--- src/rtl/spi_dma_pkg.sv ---
package spi_dma_pkg;
  localparam int unsigned BYTE_W   = 8;
  localparam int unsigned EDGE_CNT = 2 * BYTE_W;
  localparam int unsigned EDGE_W   = $clog2(EDGE_CNT + 1);

  typedef enum logic [2:0] {
    ST_IDLE,
    ST_FETCH,
    ST_LOAD,
    ST_SHIFT,
    ST_STORE
  } dma_state_e;
endpackage

--- src/rtl/spi_sck_div.sv ---
module spi_sck_div #(
  parameter int unsigned DIV_W = 8
) (
  input  logic             clk_i,
  input  logic             rst_ni,
  input  logic             run_i,
  input  logic [DIV_W-1:0] div_i,
  output logic             tick_o
);
  logic [DIV_W-1:0] cnt_q;

  assign tick_o = run_i && (cnt_q == div_i);

  always_ff @(posedge clk_i or negedge rst_ni) begin
    if (!rst_ni)      cnt_q <= '0;
    else if (!run_i)  cnt_q <= '0;
    else if (tick_o)  cnt_q <= '0;
    else              cnt_q <= cnt_q + DIV_W'(1);
  end
endmodule

--- src/rtl/spi_shift_unit.sv ---
module spi_shift_unit
  import spi_dma_pkg::*;
(
  input  logic              clk_i,
  input  logic              rst_ni,
  input  logic              load_i,
  input  logic [BYTE_W-1:0] data_i,
  input  logic              cpol_i,
  input  logic              cpha_i,
  input  logic              lsb_first_i,
  input  logic              tick_i,
  input  logic              miso_i,
  output logic              active_o,
  output logic              done_o,
  output logic              sck_o,
  output logic              mosi_o,
  output logic [BYTE_W-1:0] rx_data_o
);
  logic [BYTE_W-1:0] tx_sr_q, rx_sr_q;
  logic [EDGE_W-1:0] edge_q;
  logic              phase_q, active_q;
  logic              lead, do_edge, sample_now, shift_now;

  // even edge index = leading edge of a bit cell
  assign lead       = ~edge_q[0];
  assign do_edge    = active_q && tick_i && (edge_q < EDGE_W'(EDGE_CNT));
  assign done_o     = active_q && tick_i && (edge_q == EDGE_W'(EDGE_CNT));
  assign sample_now = do_edge && (cpha_i ? !lead : lead);
  assign shift_now  = do_edge && (cpha_i ? (lead && edge_q != '0)
                                         : (!lead && edge_q != EDGE_W'(EDGE_CNT - 1)));

  always_ff @(posedge clk_i or negedge rst_ni) begin
    if (!rst_ni) begin
      tx_sr_q  <= '0;
      rx_sr_q  <= '0;
      edge_q   <= '0;
      phase_q  <= 1'b0;
      active_q <= 1'b0;
    end else if (load_i) begin
      tx_sr_q  <= data_i;
      edge_q   <= '0;
      phase_q  <= 1'b0;
      active_q <= 1'b1;
    end else begin
      if (do_edge) begin
        phase_q <= ~phase_q;
        edge_q  <= edge_q + EDGE_W'(1);
      end
      if (sample_now)
        rx_sr_q <= lsb_first_i ? {miso_i, rx_sr_q[BYTE_W-1:1]}
                               : {rx_sr_q[BYTE_W-2:0], miso_i};
      if (shift_now)
        tx_sr_q <= lsb_first_i ? (tx_sr_q >> 1) : (tx_sr_q << 1);
      if (done_o) active_q <= 1'b0;
    end
  end

  assign active_o  = active_q;
  assign sck_o     = phase_q ^ cpol_i;
  assign mosi_o    = lsb_first_i ? tx_sr_q[0] : tx_sr_q[BYTE_W-1];
  assign rx_data_o = rx_sr_q;
endmodule

--- src/rtl/spi_dma_master.sv ---
module spi_dma_master
  import spi_dma_pkg::*;
#(
  parameter int unsigned AW    = 16,
  parameter int unsigned CW    = 8,
  parameter int unsigned DIV_W = 8
) (
  input  logic              clk_i,
  input  logic              rst_ni,
  input  logic              cfg_cpol_i,
  input  logic              cfg_cpha_i,
  input  logic              cfg_lsb_first_i,
  input  logic [DIV_W-1:0]  cfg_div_i,
  input  logic [BYTE_W-1:0] cfg_fill_i,
  input  logic [AW-1:0]     tx_ptr_i,
  input  logic [CW-1:0]     tx_len_i,
  input  logic [AW-1:0]     rx_ptr_i,
  input  logic [CW-1:0]     rx_len_i,
  input  logic              start_i,
  input  logic              stop_i,
  output logic              mem_req_o,
  output logic              mem_we_o,
  output logic [AW-1:0]     mem_addr_o,
  output logic [BYTE_W-1:0] mem_wdata_o,
  input  logic [BYTE_W-1:0] mem_rdata_i,
  output logic              sck_o,
  output logic              mosi_o,
  input  logic              miso_i,
  output logic              busy_o,
  output logic              started_o,
  output logic              endtx_o,
  output logic              endrx_o,
  output logic              end_o,
  output logic [CW-1:0]     tx_amount_o,
  output logic [CW-1:0]     rx_amount_o
);
  dma_state_e        state_q;
  logic [AW-1:0]     tx_ptr_q, rx_ptr_q;
  logic [CW-1:0]     tx_len_q, rx_len_q, tx_idx_q, rx_idx_q;
  logic              stop_q;
  logic              started_q, endtx_q, endrx_q, end_q;
  logic              tx_rem, rx_rem, finish;
  logic              sh_load, sh_done, sh_active, tick;
  logic [BYTE_W-1:0] sh_data, sh_rx;

  assign tx_rem = tx_idx_q < tx_len_q;
  assign rx_rem = rx_idx_q < rx_len_q;
  assign finish = stop_q || (!tx_rem && !rx_rem);

  spi_sck_div #(.DIV_W(DIV_W)) u_div (
    .clk_i  (clk_i),
    .rst_ni (rst_ni),
    .run_i  (sh_active),
    .div_i  (cfg_div_i),
    .tick_o (tick)
  );

  spi_shift_unit u_shift (
    .clk_i       (clk_i),
    .rst_ni      (rst_ni),
    .load_i      (sh_load),
    .data_i      (sh_data),
    .cpol_i      (cfg_cpol_i),
    .cpha_i      (cfg_cpha_i),
    .lsb_first_i (cfg_lsb_first_i),
    .tick_i      (tick),
    .miso_i      (miso_i),
    .active_o    (sh_active),
    .done_o      (sh_done),
    .sck_o       (sck_o),
    .mosi_o      (mosi_o),
    .rx_data_o   (sh_rx)
  );

  always_comb begin
    mem_req_o   = 1'b0;
    mem_we_o    = 1'b0;
    mem_addr_o  = '0;
    mem_wdata_o = '0;
    sh_load     = 1'b0;
    sh_data     = cfg_fill_i;
    unique case (state_q)
      ST_FETCH: begin
        if (!finish && tx_rem) begin
          mem_req_o  = 1'b1;
          mem_addr_o = tx_ptr_q + AW'(tx_idx_q);
        end else if (!finish) begin
          sh_load = 1'b1;
        end
      end
      ST_LOAD: begin
        sh_load = 1'b1;
        sh_data = mem_rdata_i;
      end
      ST_STORE: begin
        if (rx_rem) begin
          mem_req_o   = 1'b1;
          mem_we_o    = 1'b1;
          mem_addr_o  = rx_ptr_q + AW'(rx_idx_q);
          mem_wdata_o = sh_rx;
        end
      end
      default: ;
    endcase
  end

  always_ff @(posedge clk_i or negedge rst_ni) begin
    if (!rst_ni) begin
      state_q   <= ST_IDLE;
      tx_ptr_q  <= '0;
      rx_ptr_q  <= '0;
      tx_len_q  <= '0;
      rx_len_q  <= '0;
      tx_idx_q  <= '0;
      rx_idx_q  <= '0;
      stop_q    <= 1'b0;
      started_q <= 1'b0;
      endtx_q   <= 1'b0;
      endrx_q   <= 1'b0;
      end_q     <= 1'b0;
    end else begin
      started_q <= 1'b0;
      endtx_q   <= 1'b0;
      endrx_q   <= 1'b0;
      end_q     <= 1'b0;
      if (state_q != ST_IDLE && stop_i) stop_q <= 1'b1;
      unique case (state_q)
        ST_IDLE: begin
          if (start_i) begin
            tx_ptr_q  <= tx_ptr_i;
            rx_ptr_q  <= rx_ptr_i;
            tx_len_q  <= tx_len_i;
            rx_len_q  <= rx_len_i;
            tx_idx_q  <= '0;
            rx_idx_q  <= '0;
            stop_q    <= 1'b0;
            started_q <= 1'b1;
            state_q   <= ST_FETCH;
          end
        end
        ST_FETCH: begin
          if (finish) begin
            end_q   <= 1'b1;
            state_q <= ST_IDLE;
          end else if (tx_rem) begin
            state_q <= ST_LOAD;
          end else begin
            state_q <= ST_SHIFT;
          end
        end
        ST_LOAD: begin
          tx_idx_q <= tx_idx_q + CW'(1);
          if (tx_idx_q + CW'(1) == tx_len_q) endtx_q <= 1'b1;
          state_q <= ST_SHIFT;
        end
        ST_SHIFT: begin
          if (sh_done) state_q <= ST_STORE;
        end
        ST_STORE: begin
          if (rx_rem) begin
            rx_idx_q <= rx_idx_q + CW'(1);
            if (rx_idx_q + CW'(1) == rx_len_q) endrx_q <= 1'b1;
          end
          state_q <= ST_FETCH;
        end
        default: state_q <= ST_IDLE;
      endcase
    end
  end

  assign busy_o      = state_q != ST_IDLE;
  assign started_o   = started_q;
  assign endtx_o     = endtx_q;
  assign endrx_o     = endrx_q;
  assign end_o       = end_q;
  assign tx_amount_o = tx_idx_q;
  assign rx_amount_o = rx_idx_q;
endmodule

--- config.mk ---
export PLATFORM = sky130hd
export DESIGN_NAME = spi_dma_master
export DESIGN_NICKNAME = d
export VERILOG_FILES = /design/src/rtl/spi_dma_pkg.sv /design/src/rtl/spi_sck_div.sv /design/src/rtl/spi_shift_unit.sv /design/src/rtl/spi_dma_master.sv
export SDC_FILE = /design/constraint.sdc
export NUM_CORES = 1
export LEC_CHECK = 0
export ABC_AREA = 1
export CAP_MARGIN = 0
export CORE_ASPECT_RATIO = 0.9
export CORE_MARGIN = 2
export CORE_UTILIZATION = 57
export CTS_CLUSTER_SIZE = 14
export DETAILED_ROUTE_END_ITERATION = 12
export PLACE_DENSITY_LB_ADDON = 0.2
export SLEW_MARGIN = 5
export SYNTH_ARGS = -nofsm -noshare
export SYNTH_HDL_FRONTEND = slang
export SYNTH_SLANG_ARGS = --single-unit
--- constraint.sdc ---
create_clock -name clk_i -period 7.08 [get_ports clk_i]
set_input_delay 2.124 -clock clk_i [delete_from_list [all_inputs] [get_ports clk_i]]
set_output_delay 2.124 -clock clk_i [all_outputs]
set_load 0.1 [all_outputs]
==> flow_metrics.env <==
export IMPL_detailed_place_area_mm2=0.00812
export IMPL_chipHeight_um=107
export IMPL_drt_first_pass_iters=5
export IMPL_post_synthesis_sequential_area_ratio=0.381
export IMPL_critPathLaunchType="flop"
export IMPL_setup_tns_final_ps=0
export IMPL_drive_above_1_share=0.0647
export IMPL_numCtsBuffers=9
export IMPL_cp_data_arrival_time_ps=3990
export IMPL_ys_async_sr_fraction=1.00
export IMPL_grt_util_overall=0.263
export IMPL_first_global_vias=5806
export IMPL_overflow=0
export IMPL_post_route_drc_count=0
export IMPL_mostFrequentLayoutCell="nand2_1"
export IMPL_timing_worst_setup_path_type="reg2out"
export IMPL_placement_io_buffers=128
export IMPL_detail_route_antenna_nets=0
export IMPL_initial_core_util=0.587
export IMPL_area_growth_synth_to_final_pct=24.5
export IMPL_worstMarginPinSlew_ps=1030
export IMPL_overall_die_width_um=119
export IMPL_cts_sink_count=103
export IMPL_clkTransAtPathRegs_ps=70
export IMPL_post_synth_num_cell_types=39
export IMPL_initialDrtViolationCount=529
export IMPL_final_nets=1181
export IMPL_final_period_minus_worst_setup_slack_ps=6120
export IMPL_cts_setup_buffers=0
export IMPL_wl_mm=16.4
export IMPL_post_synth_cell_area_avg_um2=7.20
export IMPL_floorplan_core_area_mm2=0.0115
export IMPL_synthesis_area_mm2=0.00677
export IMPL_grt_start_max_net_pins=64
export IMPL_layout_common_cells="nand2_1, inv_1, clkdlybuf4s50_1"
export IMPL_cp_required_ps=4960
export IMPL_crit_path_end_kind="primary output"
export IMPL_holdCritPathClass="reg2reg"
export IMPL_cts_hold_buffers_added=0
export IMPL_worstPathMaxFanout=11
export IMPL_ys_dominant_reg_cell="dfrtp_1"
export IMPL_synth_enable_flop_cells=0
export IMPL_top_ports=129
export IMPL_cts_max_path_buffers=2
export IMPL_place_congestion=0.866
export IMPL_antenna_diode_count=0
export IMPL_antenna_found_initial=0
export IMPL_timing_final_hold_violations=0
export IMPL_finish_instance_area_mm2=0.00843
export IMPL_yosys_warnings=0
export IMPL_routedWlPerCell_um=13.4
export IMPL_number_of_synthesized_register_bits=103
export IMPL_placed_cells=1206
export IMPL_vias_per_cell=5.15
export IMPL_fmax_mhz=163
export IMPL_unrepaired_setup_endpoints_after_global_routing="false"
export IMPL_synthTopCellsByArea="dfrtp_1, nand2_1, ha_1"
export IMPL_htreeDepth=3
export IMPL_finClkSkew_ps=8.82
export IMPL_clock_insertion_delay_worst_skew_ps=350
export IMPL_power_density_mw_per_mm2=381
export IMPL_detailed_place_hpwl_mm=12.3
export IMPL_layout_worst_path_cycle_share=0.864
export IMPL_post_synth_top_area_cell="dfrtp_1"
export IMPL_routed_via_count=6288
export IMPL_cts_tree="built"
export IMPL_ff2ff_setup_slack_ps=4110
export IMPL_synth_top_cell_area_share=0.381
export IMPL_max_vdd_ir_drop_mv=0.243
export IMPL_final_setup_viol_count=0
export IMPL_first_pass_grt_wire_length_mm=27.2
export IMPL_outcome="finished clean"
export IMPL_p_leak_nw=4.22
export IMPL_synthesis_nets=1060
export IMPL_die_area_mm2=0.0128
export IMPL_cts_root_buf="clkbuf_16"
export IMPL_postSynthCellCount=940
export IMPL_instances_no_fill=1222
export IMPL_maxCapViolations=0
export IMPL_fp_row_count=37
export IMPL_final_max_slew_viol_count=0
export IMPL_post_cts_resize_count=0
export IMPL_slew_limit_headroom=0.311
[worst paths after layout]
path,to,cells after the start,startpoint
hold / removal,u_shift.rx_data_o[0],2,u_shift.rx_data_o[0]
min in group asynchronous,rx_len_q[0],1,rst_ni
setup reg to reg,rx_amount_o[1],13,rx_amount_o[3]
setup / recovery,mem_addr_o[2],11,rx_amount_o[3]
max in group asynchronous,u_div.cnt_q[4],2,rst_ni
hold reg to reg,u_shift.rx_data_o[0],2,u_shift.rx_data_o[0]
[where the power goes]
part	switching, mW	internal, mW
Combinational	1.18	0.531
Clock	0.222	0.295
Sequential	0.183	0.803
[per-layer routing]
| metal | share of wire | up-vias | global-route usage |
|---|---|---|---|
| met4 | 0.018 | 0 | 0.0706 |
| met5 | 0 | - | 0 |
| met3 | 0.054 | 22 | 0.0456 |
| met1 | 0.49 | 2853 | 0.377 |
| met2 | 0.44 | 192 | 0.416 |
| li1 | - | 3221 | - |
[flip-flops by register name, summed over array words and instances, names as in the netlist]
| signal | cells |
|---|---|
| tx_len_q | 8 |
| tx_ptr_q | 16 |
| endrx_o | 1 |
| rx_ptr_q | 16 |
| started_o | 1 |
| end_o | 1 |
| rx_amount_o | 8 |
| tx_amount_o | 8 |
| u_shift.rx_data_o | 8 |
| rx_len_q | 8 |
| endtx_o | 1 |
| u_shift.edge_q | 5 |
| u_shift.tx_sr_q | 8 |
| state_q | 3 |
| u_shift.active_o | 1 |
| u_shift.phase_q | 1 |
| u_div.cnt_q | 8 |
| stop_q | 1 |
[critical path, cell delays in order, from the launching register on]
cell	delay [ps]
dfrtp_1	470
ha_1	360
nand2_1	100
inv_1	50
nand2_1	50
nand2_1	70
nand2_1	70
nand3_1	130
nor2_1	700
o21ai_0	210
o22ai_1	260
clkdlybuf4s50_1	1170
[cells by family after synthesis]
family	synth area share
AO/OA/AOI/OAI	0.0870
XOR/XNOR	0.0492
adder cells (fa/ha/maj)	0.0761
buffers and inverters	0.0831
flip-flops	0.381
multiplexers	0.00831
AND/OR/NAND/NOR	0.316
[cell type report]
type / count / area, µm²
Multi-Input combinational cell: 695 / 3640
Fill cell: 928 / 3100
Sequential cell: 103 / 2580
Timing Repair Buffer: 131 / 1250
Inverter: 121 / 454
Clock buffer: 12 / 256
Tap cell: 156 / 195
Clock inverter: 4 / 53.8
[through the flow]
stage	power (mW)	setup WS [ps]	hold WS [ps]	utilization
global route	3.45	674	495	0.731
global placement	2.65	1330	456	0.704
detailed placement	2.69	1300	461	0.704
finish	3.21	962	473	0.731
floorplan	2.28	386	442	-
CTS	3.21	987	479	0.731
[synthesized netlist by cell type (all sizes together), types with 11 or more instances]
cell   instances
a21oi         24
buf           11
dfrtp        103
ha            38
inv          120
nand2        318
nand3         57
nand4         16
nor2          95
o21ai         57
o22ai         18
xor2          29
(Power assumes the default switching activity.)
